==> config.mk <==
export PLATFORM = sky130hd
export DESIGN_NAME = mem_err_log
export DESIGN_NICKNAME = d
export VERILOG_FILES = /design/src/rtl/mel_pkg.sv /design/src/rtl/mel_classify.sv /design/src/rtl/mel_corr_counter.sv /design/src/rtl/mel_log_slot.sv /design/src/rtl/mem_err_log.sv
export SDC_FILE = /design/constraint.sdc
export NUM_CORES = 1
export LEC_CHECK = 0
export ABC_AREA = 1
export BUFFER_PORTS_ARGS = -buffer_cell sky130_fd_sc_hd__clkbuf_2
export CELL_PAD_IN_SITES_DETAIL_PLACEMENT = 1
export CELL_PAD_IN_SITES_GLOBAL_PLACEMENT = 2
export CORE_MARGIN = 2
export CORE_UTILIZATION = 37
export CTS_CLUSTER_SIZE = 40
export DETAILED_ROUTE_END_ITERATION = 7
export PLACE_DENSITY_LB_ADDON = 0.1
export SETUP_SLACK_MARGIN = 0.1
export SLEW_MARGIN = 20
export SYNTH_ARGS = -nofsm -noshare
export SYNTH_HDL_FRONTEND = slang
export SYNTH_SLANG_ARGS = --single-unit
==> constraint.sdc <==
create_clock -name clk -period 3.6 [get_ports clk]
set_input_delay 0.18 -clock clk [delete_from_list [all_inputs] [get_ports clk]]
set_output_delay 0.18 -clock clk [all_outputs]
set_load 0.005 [all_outputs]
==> src/rtl/mel_pkg.sv <==
package mel_pkg;
    typedef enum logic {
        ST_ARMED = 1'b0,
        ST_SPENT = 1'b1
    } thr_state_t;

    localparam int NCLASS     = 3;
    localparam int CLS_CORR   = 0;
    localparam int CLS_UNC    = 1;
    localparam int CLS_AFAULT = 2;

    localparam int REG_CTRL  = 0;
    localparam int REG_THR   = 1;
    localparam int REG_COUNT = 2;
    localparam int REG_FLAGS = 3;
    localparam int REG_ADDR0 = 4;
endpackage

==> src/rtl/mel_classify.sv <==
module mel_classify #(
    parameter int NM = 3,
    parameter int MW = 2
) (
    input  logic          ev_valid,
    input  logic [MW-1:0] ev_master,
    input  logic          ev_sbe,
    input  logic          ev_dbe,
    input  logic          ev_addr_err,
    input  logic          ev_parity_ram,
    input  logic          ev_debug,
    output logic [NM-1:0] corr_hit,
    output logic [NM-1:0] unc_hit,
    output logic [NM-1:0] afault_hit
);
    logic live;
    logic is_corr;
    logic is_unc;

    always_comb begin
        live    = ev_valid && (int'(ev_master) < NM);
        is_corr = live && !ev_debug && ev_sbe && !ev_parity_ram;
        is_unc  = live && !ev_debug && (ev_dbe || (ev_sbe && ev_parity_ram));
    end

    for (genvar m = 0; m < NM; m++) begin : g_sel
        always_comb begin
            corr_hit[m]   = is_corr && (int'(ev_master) == m);
            unc_hit[m]    = is_unc && (int'(ev_master) == m);
            afault_hit[m] = live && ev_addr_err && (int'(ev_master) == m);
        end
    end

    always_comb begin
        assert_onehot_master_R6 : assert ($onehot0(corr_hit | unc_hit | afault_hit));
    end
endmodule

==> src/rtl/mel_corr_counter.sv <==
module mel_corr_counter
    import mel_pkg::*;
#(
    parameter int CW = 8
) (
    input  logic          clk,
    input  logic          rst_n,
    input  logic          inc,
    input  logic          clr,
    input  logic          thr_wr,
    input  logic [CW-1:0] thr,
    input  logic          irq_en,
    output logic [CW-1:0] count,
    output logic          irq
);
    localparam logic [CW-1:0] CMAX = {CW{1'b1}};

    thr_state_t state, state_nx;
    logic       hit;
    logic [CW-1:0] count_nx;

    always_comb begin
        hit = inc && !clr && (count != CMAX) && (thr != '0)
              && ((count + 1'b1) == thr);
    end

    always_comb begin
        count_nx = count;
        if (clr)
            count_nx = '0;
        else if (inc && count != CMAX)
            count_nx = count + 1'b1;
    end

    always_comb begin
        state_nx = state;
        unique case (state)
            ST_ARMED: if (hit) state_nx = ST_SPENT;
            ST_SPENT: if (clr || thr_wr) state_nx = ST_ARMED;
            default:  state_nx = ST_ARMED;
        endcase
    end

    always_ff @(posedge clk or negedge rst_n) begin
        if (!rst_n) begin
            state <= ST_ARMED;
            count <= '0;
        end else begin
            state <= state_nx;
            count <= count_nx;
        end
    end

    always_ff @(posedge clk or negedge rst_n) begin
        if (!rst_n)
            irq <= 1'b0;
        else
            irq <= (state == ST_ARMED) && hit && irq_en;
    end

    assert_count_step_R1 : assert property (@(posedge clk) disable iff (!rst_n)
        (inc && !clr && count != CMAX) |=> (count == $past(count) + 1'b1));
    assert_count_hold_R1 : assert property (@(posedge clk) disable iff (!rst_n)
        (count == CMAX && !clr) |=> (count == CMAX));
    assert_irq_pulse_R2 : assert property (@(posedge clk) disable iff (!rst_n)
        irq |=> !irq);
    assert_irq_enabled_R2 : assert property (@(posedge clk) disable iff (!rst_n)
        irq |-> ($past(irq_en) && count == $past(thr) && count != '0));
    assert_clear_wins_R8 : assert property (@(posedge clk) disable iff (!rst_n)
        clr |=> (count == '0 && !irq));
endmodule

==> src/rtl/mel_log_slot.sv <==
module mel_log_slot #(
    parameter int AW = 16
) (
    input  logic          clk,
    input  logic          rst_n,
    input  logic          set,
    input  logic          clr,
    input  logic [AW-1:0] addr_in,
    output logic          flag,
    output logic [AW-1:0] addr
);
    always_ff @(posedge clk or negedge rst_n) begin
        if (!rst_n) begin
            flag <= 1'b0;
            addr <= '0;
        end else begin
            flag <= set | (flag & ~clr);
            if (set && (!flag || clr))
                addr <= addr_in;
        end
    end

    assert_first_addr_kept_R7 : assert property (@(posedge clk) disable iff (!rst_n)
        (flag && !clr) |=> (flag && $stable(addr)));
    assert_set_flags_R7 : assert property (@(posedge clk) disable iff (!rst_n)
        set |=> flag);
endmodule

==> src/rtl/mem_err_log.sv <==
module mem_err_log
    import mel_pkg::*;
#(
    parameter int AW  = 16,
    parameter int CW  = 8,
    parameter int RAW = 4,
    parameter int RDW = 32
) (
    input  logic           clk,
    input  logic           rst_n,
    input  logic           ev_valid,
    input  logic [1:0]     ev_master,
    input  logic [AW-1:0]  ev_addr,
    input  logic           ev_sbe,
    input  logic           ev_dbe,
    input  logic           ev_addr_err,
    input  logic           ev_parity_ram,
    input  logic           ev_debug,
    input  logic           reg_we,
    input  logic [RAW-1:0] reg_addr,
    input  logic [RDW-1:0] reg_wdata,
    output logic [RDW-1:0] reg_rdata,
    output logic           corr_irq,
    output logic           nmi
);
    localparam int NM    = 3;
    localparam int NSLOT = NCLASS * NM;

    logic [NM-1:0]    corr_hit, unc_hit, afault_hit;
    logic [NSLOT-1:0] slot_set, slot_clr, slot_flag;
    logic [AW-1:0]    slot_addr [NSLOT];
    logic             irq_en;
    logic [CW-1:0]    thr;
    logic [CW-1:0]    count;
    logic             wr_ctrl, wr_thr, wr_flags;
    logic             nmi_q;

    mel_classify #(.NM(NM), .MW(2)) u_cls (
        .ev_valid(ev_valid), .ev_master(ev_master), .ev_sbe(ev_sbe),
        .ev_dbe(ev_dbe), .ev_addr_err(ev_addr_err),
        .ev_parity_ram(ev_parity_ram), .ev_debug(ev_debug),
        .corr_hit(corr_hit), .unc_hit(unc_hit), .afault_hit(afault_hit)
    );

    always_comb begin
        wr_ctrl  = reg_we && (int'(reg_addr) == REG_CTRL);
        wr_thr   = reg_we && (int'(reg_addr) == REG_THR);
        wr_flags = reg_we && (int'(reg_addr) == REG_FLAGS);
        slot_set = {afault_hit, unc_hit, corr_hit};
        slot_clr = wr_flags ? reg_wdata[NSLOT-1:0] : '0;
    end

    always_ff @(posedge clk or negedge rst_n) begin
        if (!rst_n) begin
            irq_en <= 1'b0;
            thr    <= '0;
        end else begin
            if (wr_ctrl) irq_en <= reg_wdata[0];
            if (wr_thr)  thr    <= reg_wdata[CW-1:0];
        end
    end

    mel_corr_counter #(.CW(CW)) u_cnt (
        .clk(clk), .rst_n(rst_n), .inc(|corr_hit),
        .clr(wr_ctrl && reg_wdata[1]), .thr_wr(wr_thr), .thr(thr),
        .irq_en(irq_en), .count(count), .irq(corr_irq)
    );

    for (genvar s = 0; s < NSLOT; s++) begin : g_slot
        mel_log_slot #(.AW(AW)) u_slot (
            .clk(clk), .rst_n(rst_n), .set(slot_set[s]), .clr(slot_clr[s]),
            .addr_in(ev_addr), .flag(slot_flag[s]), .addr(slot_addr[s])
        );
    end

    always_ff @(posedge clk or negedge rst_n) begin
        if (!rst_n)
            nmi_q <= 1'b0;
        else
            nmi_q <= (|unc_hit) || (|afault_hit);
    end
    assign nmi = nmi_q;

    always_comb begin
        reg_rdata = '0;
        if (int'(reg_addr) == REG_CTRL)
            reg_rdata[0] = irq_en;
        else if (int'(reg_addr) == REG_THR)
            reg_rdata[CW-1:0] = thr;
        else if (int'(reg_addr) == REG_COUNT)
            reg_rdata[CW-1:0] = count;
        else if (int'(reg_addr) == REG_FLAGS)
            reg_rdata[NSLOT-1:0] = slot_flag;
        else
            for (int s = 0; s < NSLOT; s++)
                if (int'(reg_addr) == REG_ADDR0 + s)
                    reg_rdata[AW-1:0] = slot_addr[s];
    end

    assert_nmi_pulse_R3 : assert property (@(posedge clk) disable iff (!rst_n)
        nmi |=> !nmi || $past(|unc_hit || |afault_hit));
    assert_afault_nmi_R4 : assert property (@(posedge clk) disable iff (!rst_n)
        (ev_valid && ev_addr_err && ev_master != 2'd3) |=> nmi);
    assert_debug_mask_R5 : assert property (@(posedge clk) disable iff (!rst_n)
        (ev_valid && ev_debug && !ev_addr_err) |=> (!nmi && $stable(count)));
    assert_bad_master_R6 : assert property (@(posedge clk) disable iff (!rst_n)
        (ev_valid && ev_master == 2'd3 && !wr_ctrl) |=> (!nmi && $stable(count)));
endmodule

==> flow_metrics.tcl <==
set metrics [dict create \
    status "completed" \
    path_clk_slew_ns 0.07 \
    critPathKind "input port to output port" \
    syn_avg_cell_area_um2 7.904 \
    highest-signal-layer "met4" \
    max_freq_mhz 433.7 \
    reg2reg_depth 10 \
    layout-drive-gt1-share 0.1217 \
    ys_types 33 \
    final_common_cell "nand2_1" \
    drt_wl_total_um 23700 \
    tns_ns 0 \
    crit_buf_inv 3 \
    route.detailed.wl_per_inst_um 17.16 \
    numCtsBuffers 17 \
    hold_viol 0 \
    clock_skew_ns 0.01283 \
    final_cell_mix "346 x nand2_1, 173 x dfrtp_1, 115 x o21ai_0" \
    grt_pass1_vias 6873 \
    slew_headroom 0.3001 \
    cpMostUsedCell "nand2_1" \
    grt.total_usage 0.2118 \
    m1WireLength_um 11140 \
    worst_setup_path_start_kind "input port" \
    grt_overflow 0 \
    placement.io_buffers 57 \
    cts_setup_buffers 0 \
    hp-class "input port to flop" \
    startpoint "reg_addr[1]" \
    multi_input_area_um2 3251 \
    p_leak_nw 4.617 \
    whs_endpoint "thr[4]" \
    drtAntennaViolNets 0 \
    cts_buffer_depth 2 \
    tightest_slew_ns 1.047 \
    cts.sinks 173 \
    required_ns 3.42 \
    n_antenna_cell 0 \
    hold_path_startpoint "reg_wdata[4]" \
    r2r_start "u_cnt.count[0]" \
    dr.pass1.iters 5 \
    die_x_um 152.7 \
    syn_to_final_growth_pct 13.38 \
    dr_wl_met3_um 605 \
    place_congestion 0.7534 \
    regArea_um2 4329 \
    netlist_instances 1035 \
    h-tree-depth 4 \
    grt_pass1_wl_um 38520 \
    cts-resized-gates 0 \
    min_delay_path_depth 3 \
    grt_max_degree 89 \
    clkLatencyLatePin_ns 0.43 \
    rows 54 \
    rrSetupSlack_ns 1.74 \
    antenna_found_initial 0 \
    setup_viol 0 \
    rsz0062_at_grt "false" \
    dieArea_um2 23310 \
    netlist_area_um2 8180 \
    vdd_drop_max_mv 0.2886 \
    dr_total_vias 6710 \
    layout.nets 1152 \
    drv_cap 0 \
    path_cells "clkbuf_2 > inv_1 > nand2_1 > nor2_2 > nand2_1 > nand2_1 > nor2_1 > nand4_1 > nand2_1 > nand3_1 > nand2_1 > a21oi_1 > clkbuf_2" \
    cts_tree "built" \
    hold_ws_ns 0.02996 \
    dpl-instance-area_um2 8698 \
    cts_hold_buffers 1 \
    synth_edf_count 0 \
    design_area_um2 9275 \
    fillers 2680 \
    synth_ff_type "dfrtp_1" \
    via_per_inst 4.859 \
    core-area_um2 21760 \
    fin_util 0.4263 \
    layout_min_cycle_time_ns 2.306 \
    drc 0 \
    die_y_um 152.7 \
    preCtsSetupSlack_ns 1.250 \
    regToRegEndpoint "u_cnt.irq" \
    crit_arrival_ns 2.13 \
    max_stage_delay_ns 0.64 \
    end_kind "output port" \
    yosysWarnings 0 \
    cellPowerDensity_nw_per_um2 574.4 \
    slew_viol_final 0 \
    synthArstFlopShare 1.000 \
    timing.final.ws_setup_ns 1.294 \
    crit_path_max_fanout 15 \
    yosysSeqAreaShare 0.5292 \
    ioPinCount 97 \
    fin_crit_sh 0.6405 \
    wl_met2_um 11750 \
    ys_ff_latch 173 \
    hpwl_um 16800 \
    first_iter_violations 396 \
    slowest_stage "nor2_2" \
    initial_core_util 0.3760 \
    critPathTopFamily "simple AND/OR/NAND/NOR gates" \
    cts-root-buf "clkbuf_16" \
]
## state kept, by name, summed over array words and instances, names as in the netlist
name / count
g_slot.u_slot.addr: 144
g_slot.u_slot.flag: 9
thr: 8
u_cnt.count: 8
irq_en: 1
nmi: 1
u_cnt.irq: 1
u_cnt.state: 1
## worst max-delay path by stage
stage,to,cells past startpoint
6_report,reg_rdata[4],13
5_1_grt,reg_rdata[6],13
4_1_cts,reg_rdata[4],13
3_5_place_dp,reg_rdata[4],13
3_3_place_gp,reg_rdata[6],13
2_1_floorplan,u_cnt.irq,10
## Yosys cell counts, types with 2 or more instances
master | count | area share
a211oi_1 | 4 | 0.0037
a21oi_1 | 24 | 0.015
buf_2 | 24 | 0.015
buf_4 | 16 | 0.015
clkbuf_1 | 14 | 0.0064
dfrtp_1 | 173 | 0.53
inv_1 | 95 | 0.044
inv_2 | 3 | 0.0014
nand2_1 | 349 | 0.16
nand3_1 | 29 | 0.018
nand4_1 | 23 | 0.018
nor2_1 | 53 | 0.024
nor2_2 | 6 | 0.0046
nor3_1 | 2 | 0.0012
o21ai_0 | 115 | 0.070
o21ai_1 | 62 | 0.038
o21ai_2 | 4 | 0.0043
o22ai_1 | 8 | 0.0061
or2_0 | 2 | 0.0015
or2_2 | 13 | 0.0099
xor2_1 | 4 | 0.0043
## power by group
group / internal (W) / total, W / switching (W)
logic: 0.000351 / 0.000889 / 0.000538
registers: 0.00240 / 0.00267 / 0.000266
clock network: 0.000943 / 0.00177 / 0.000829
total: 0.00369 / 0.00533 / 0.00163
## worst min-delay path, delay by kind of cell
family                 cells  cell delay (ns)
AO/OA/AOI/OAI              1             0.08
buffers and inverters      2             0.15
## layer usage
metal,track usage,vias up
met4,0.04145,0
met3,0.03811,16
met5,0,-
li1,-,3399
met1,0.2775,3220
met2,0.3698,75
## through the flow
step                total power (W)  std cells
finish                     0.005327       1381
global route               0.005668       1381
CTS                        0.005392       1381
detailed placement         0.003601       1348
global placement           0.003560       1348
floorplan                  0.003273       1050
## cell families after synthesis
logic type,synth area share
buf+inv,0.08122
fa+ha+maj,0.001529
compound gates,0.1416
simple gates,0.2406
xor+xnor,0.005353
flops,0.5292
other cells,0.0004584
## layout make-up
| type | instances | area share |
|---|---|---|
| Clock buffer | 21 | 0.04964 |
| Clock inverter | 11 | 0.01066 |
| Inverter | 99 | 0.04006 |
| Multi-Input combinational cell | 724 | 0.3505 |
| Sequential cell | 173 | 0.4667 |
| Tap cell | 280 | 0.03777 |
| Timing Repair Buffer | 73 | 0.04465 |
Note: power is estimated with default switching activity, not from simulation.
